### src/rtl/flash_cmd_fsm.sv
module flash_cmd_fsm #(
  parameter int AW = 16,
  parameter int DW = 8
) (
  input  logic          clk,
  input  logic          rst_n,
  input  logic          ce_n,
  input  logic          we_n,
  input  logic          oe_n,
  input  logic [AW-1:0] addr,
  input  logic [DW-1:0] din,
  output logic [DW-1:0] dout,
  input  logic [DW-1:0] arr_data,
  output logic          job_start,
  output logic [1:0]    job_op,
  output logic [AW-1:0] job_addr,
  output logic [DW-1:0] job_data,
  output logic          job_susp,
  input  logic          eng_done
);
  localparam logic [10:0] UNL_A = 11'h555;
  localparam logic [10:0] UNL_B = 11'h2AA;

  typedef enum logic [2:0] {C_RD, C_U1, C_U2, C_PG, C_E0, C_E1, C_E2} cmd_t;
  typedef enum logic [1:0] {J_NONE = 2'd0, J_PG = 2'd1, J_SE = 2'd2, J_CE = 2'd3} job_t;

  logic ce_r, we_r, oe_r, we_q, oe_q;
  logic [AW-1:0] a_r, lat_a;
  logic [DW-1:0] d_r;
  cmd_t cmd, cmd_n;
  job_t job, st_op;
  logic st, sp, susp_req, tog;
  logic [DW-1:0] stat;

  always_ff @(posedge clk or negedge rst_n)
    if (!rst_n) begin
      ce_r <= 1'b1; we_r <= 1'b1; oe_r <= 1'b1; we_q <= 1'b1; oe_q <= 1'b1;
      a_r <= '0; d_r <= '0;
    end else begin
      ce_r <= ce_n; we_r <= we_n; oe_r <= oe_n; we_q <= we_r; oe_q <= oe_r;
      a_r <= addr; d_r <= din;
    end

  wire we_fall = we_q & ~we_r & ~ce_r;
  wire wr_ev   = ~we_q & we_r & ~ce_r;
  wire rd_ev   = oe_q & ~oe_r & ~ce_r;
  wire [7:0] cb = d_r[7:0];
  wire at_a = lat_a[10:0] == UNL_A;
  wire at_b = lat_a[10:0] == UNL_B;
  wire busy = job != J_NONE;

  always_ff @(posedge clk or negedge rst_n)
    if (!rst_n) lat_a <= '0;
    else if (we_fall) lat_a <= a_r;

  always_comb begin
    cmd_n = cmd;
    st = 1'b0;
    st_op = J_NONE;
    if (!busy && wr_ev) begin
      if (cmd != C_PG && cb == 8'hF0) cmd_n = C_RD;
      else case (cmd)
        C_RD: cmd_n = (at_a && cb == 8'hAA) ? C_U1 : C_RD;
        C_U1: cmd_n = (at_b && cb == 8'h55) ? C_U2 : C_RD;
        C_U2: cmd_n = (at_a && cb == 8'hA0) ? C_PG :
                      (at_a && cb == 8'h80) ? C_E0 : C_RD;
        C_PG: begin cmd_n = C_RD; st = 1'b1; st_op = J_PG; end
        C_E0: cmd_n = (at_a && cb == 8'hAA) ? C_E1 : C_RD;
        C_E1: cmd_n = (at_b && cb == 8'h55) ? C_E2 : C_RD;
        C_E2: begin
          cmd_n = C_RD;
          if (cb == 8'h30) begin st = 1'b1; st_op = J_SE; end
          else if (at_a && cb == 8'h10) begin st = 1'b1; st_op = J_CE; end
        end
        default: cmd_n = C_RD;
      endcase
    end
  end

  assign sp = wr_ev && job == J_SE && !susp_req && cb == 8'hB0;

  always_ff @(posedge clk or negedge rst_n)
    if (!rst_n) begin
      cmd <= C_RD; job <= J_NONE; susp_req <= 1'b0; tog <= 1'b0;
      job_start <= 1'b0; job_susp <= 1'b0; job_op <= 2'd0;
      job_addr <= '0; job_data <= '0;
    end else if (eng_done) begin
      cmd <= C_RD; job <= J_NONE; susp_req <= 1'b0;
      job_start <= 1'b0; job_susp <= 1'b0;
    end else begin
      cmd <= cmd_n;
      job_start <= st;
      job_susp <= sp;
      if (sp) susp_req <= 1'b1;
      if (busy && rd_ev) tog <= ~tog;
      if (st) begin
        job <= st_op; job_op <= st_op; job_addr <= lat_a; job_data <= d_r; tog <= 1'b0;
      end
    end

  always_comb begin
    stat = '0;
    stat[7] = (job == J_PG) ? ~job_data[7] : 1'b0;
    stat[6] = tog;
  end
  assign dout = busy ? stat : arr_data;


  locked_job_chk: assert property (@(posedge clk) disable iff (!rst_n)
    (job == J_PG || job == J_CE) |=> !job_start && !job_susp);

  susp_only_erase_chk: assert property (@(posedge clk) disable iff (!rst_n)
    job_susp |-> $past(job) == J_SE);

  start_from_idle_chk: assert property (@(posedge clk) disable iff (!rst_n)
    job_start |-> $past(job) == J_NONE && job != J_NONE);

  pulse_excl_chk: assert property (@(posedge clk) disable iff (!rst_n)
    $onehot0({job_start, job_susp}));

  done_idle_chk: assert property (@(posedge clk) disable iff (!rst_n)
    eng_done |=> job == J_NONE && !job_start && !job_susp);

  toggle_chk: assert property (@(posedge clk) disable iff (!rst_n)
    (busy && rd_ev && !eng_done) |=> busy && dout[6] != $past(dout[6]));
endmodule

### config.mk
export PLATFORM = sky130hd
export DESIGN_NAME = flash_cmd_fsm
export DESIGN_NICKNAME = d
export VERILOG_FILES = /design/src/rtl/flash_cmd_fsm.sv
export SDC_FILE = /design/constraint.sdc
export NUM_CORES = 1
export LEC_CHECK = 0
export ABC_AREA = 1
export CAP_MARGIN = 20
export CORE_AREA = 10 10 89 91
export DETAILED_ROUTE_END_ITERATION = 8
export DIE_AREA = 0 0 99 101
export DONT_BUFFER_PORTS = 1
export PLACE_DENSITY = 0.73
export SETUP_SLACK_MARGIN = 0.3
export SLEW_MARGIN = 20
export SYNTH_ARGS = -nofsm -noshare
export SYNTH_HDL_FRONTEND = slang
export SYNTH_SLANG_ARGS = --single-unit
### constraint.sdc
create_clock -name clk -period 1.53 [get_ports clk]
set_input_delay 0.459 -clock clk [delete_from_list [all_inputs] [get_ports clk]]
set_output_delay 0.459 -clock clk [all_outputs]
set_load 0.05 [all_outputs]
==> flow_summary.yaml <==
worst_setup_path:
  crit_slowest_cell: "dfrtp_1"
  worstRegToRegCells: 11
  max_stage_delay_ps: 420
  r2r-end: "job_data[7]"
  critPathTopFamily: "simple AND/OR/NAND/NOR gates"
  crit_buf_inv: 4
  timing.critical_path.mode_cell: "inv_1"
  end_kind: "register"
  arrival_ps: 2120
  crit_chain: "inv_1 -> nand2_1 -> nor2_1 -> inv_1 -> nor2_4 -> nand2_4 -> nand2_8 -> buf_4 -> buf_12 -> nand3_1 -> nand2_2"
  rrSetupSlack_ps: -290
  path_class: "reg2reg"
  worstPathRequired_ps: 1820
  cp_max_fo: 8
  r2r-start: "cmd[0]"
  critPathLaunchType: "register"
yosys:
  synth.mux.area_fraction_pct: 2.65
  synth-xor-area-share_pct: 0.258
  synth_common_cells: "75 x dfrtp_1, 43 x nand2_1, 35 x nand3_1, 32 x nor2_1, 25 x inv_1"
  syn-num-nets: 357
  synth_compound_area_share_pct: 2.73
  synth_cells: 319
  synth_top_cell_area_share_pct: 55.3
  synthTopCellsByArea: "dfrtp_1 55%, nand2_4 7.0%, nand3_1 5.2%"
  synth-edff-count: 0
  synth_top_family_by_area: "simple AND/OR/NAND/NOR gates"
  syn_area_um2: 3390
  synth_flop_cell: "dfrtp_1"
  yosysSeqAreaShare_pct: 59.2
  yosysTopAreaCell: "dfrtp_1"
  synth.distinct_cells: 28
  yosysMostFrequentCell: "dfrtp_1"
  synthArstFlopShare_pct: 100
  syn_avg_cell_area_um2: 10.6
  synth_simple_gate_area_share_pct: 30.0
  synth_warnings: 0
  synth-adder-area-share_pct: 0
  ys_ff_latch: 80
detailed_routing:
  ant_nets: 0
  first_pass_iters: 4
  routed_wl_um: 10900
  route.vias.total: 2738
  drcViolationCount: 0
  via_per_inst: 5.55
  drtIter0Drc: 255
  wl_per_cell_um: 22.0
global_routing:
  antenna_found_initial: 0
  grt_pass1_wl_um: 16200
  grt_max_degree: 81
  grtUsageTotal_pct: 20.6
  first_global_vias: 3080
  grt-ovfl-total: 0
clock_tree:
  clk_pin_slew_ps: 90
  worstSkewPairLatency_ps: 360
  htree_num_levels: 3
  cts-root-buf: "clkbuf_8"
  tritoncts: "yes"
  cts_buffer_depth: 2
  cts_buffers: 9
  numClockSinks: 80
final_layout:
  stdcell_count: 493
  multi_input_area_um2: 1640
  drive_gt1_share_pct: 63.5
  diodes: 0
  regArea_um2: 2040
  syn2layout_area_growth_pct: 52.0
  nFillCells: 286
  fin_nets: 449
power_and_ir_drop:
  power_density_nw_per_um2: 908
  irDropWorstVdd_uv: 1120
  p_total_mw: 4.68
  leakage_nw: 2.41
placed_design:
  place_inst: 446
  detailed_place_hpwl_um: 5810
  portBuffers: 0
  gp_congestion: 0.851
  post-place-ws_ps: -217
status:
  failed_checks: "negative hold slack, negative setup slack"
  status: "finished with violations"
floorplanning:
  ios: 74
  start_util_pct: 54.7
  die_area_um2: 10000
  die_height_um: 101
  die_w_um: 99
  rows: 29
  core-area_um2: 6200
sta:
  tns_ps: -10320
  final.setup.worst_slack_ps: -291
  hold-worst-slack_ps: -222
  setup_viol: 42
  clock.fmax_mhz: 549
  final-hold-violation-count: 80
  skew_ps: 8.95
  rsz0062_at_grt: "yes"
  timing.final.crit_share_pct: 119
  timing.slew.headroom_pct: 66.8
  maxSlewViolCount: 0
  period_minus_slack_ps: 1820
  worst_slew_pin_slew_ps: 497
job:
  drv_cap: 0
min_path:
  hold_path.class: "in2async"
==> kinds of logic after synthesis <==
logic type	Yosys count
simple gates	177
flops	80
buf+inv	36
compound gates	17
mux	8
xor+xnor	1
==> layer usage <==
metal  part of all wire (%)  GRT usage [%]  vias to the layer above
met1                     35           21.0                     1387
li1                       -              -                     1200
met3                    6.7           6.93                       30
met4                    3.0           10.9                        0
met5                      0              0                        -
met2                     55           36.6                      121
==> registers in the layout, summed over array words and instances (netlist names) <==
name / flops
job: 2
cmd: 3
lat_a: 16
ce_r: 1
job_data: 8
job_addr: 16
oe_r: 1
susp_req: 1
oe_q: 1
cb: 8
tog: 1
we_r: 1
job_susp: 1
we_q: 1
job_start: 1
a_r: 16
job_op: 2
==> per-stage QoR <==
step	cell area (µm²)	utilization, %
final	5160	83.1
after global placement	4080	65.7
after detailed placement	4080	65.7
after CTS	4980	80.3
after global routing	5160	83.1
after floorplan	3480	-
==> power by group <==
part           total [mW]  switching (mW)  internal [mW]
registers            2.31          0.0787           2.23
clock network        1.76           0.828          0.928
logic               0.616           0.298          0.318
total                4.68            1.20           3.48
==> area by class of cell <==
class                      count  area share (%)
inverter                      27            2.04
timing repair buffer          90            20.4
multi-input combinational    203            31.8
tap                           77            1.87
clock buffer                  10            2.47
sequential                    80            39.6
clock inverter                 6            1.82
==> what timing repair did <==
action                     4_1_cts  5_1_grt
gates cloned                     6        0
setup endpoints to repair       87       87
pin swaps                       19       13
hold endpoints to repair        80       80
setup buffers                   19        6
resized for setup              112       29
==> cell usage in the layout (no fill, tap or decap), types with 2 or more instances in the layout <==
cell	n
buf_12	16
o21ai_2	2
nor3_4	3
nand3_4	2
nor2_4	17
nand3_2	18
dfrtp_2	29
dfrtp_1	46
bufinv_16	2
nand3_1	15
buf_16	6
nor2_1	20
nand2_2	29
a21oi_4	3
buf_6	15
nand4_1	4
buf_4	53
nand2_8	3
nand2_1	34
nor3_2	2
inv_1	22
mux2_4	8
dfstp_2	5
nor3_1	2
inv_2	3
nand2_4	24
a21oi_1	2
clkinv_4	3
nand3b_1	2
clkbuf_8	9
a21oi_2	6
==> worst max path at each step <==
stage,start,to,slack [ps],cells after the start
floorplan,we_r,job_addr[0],-100,10
finish,cmd[0],job_data[7],-290,11
global route,job[0],job_addr[12],-350,12
global placement,we_r,tog,-110,10
CTS,job[0],dout[7],-250,3
detailed placement,cb[1],tog,-220,11
Power figures use the tool's default switching activity.
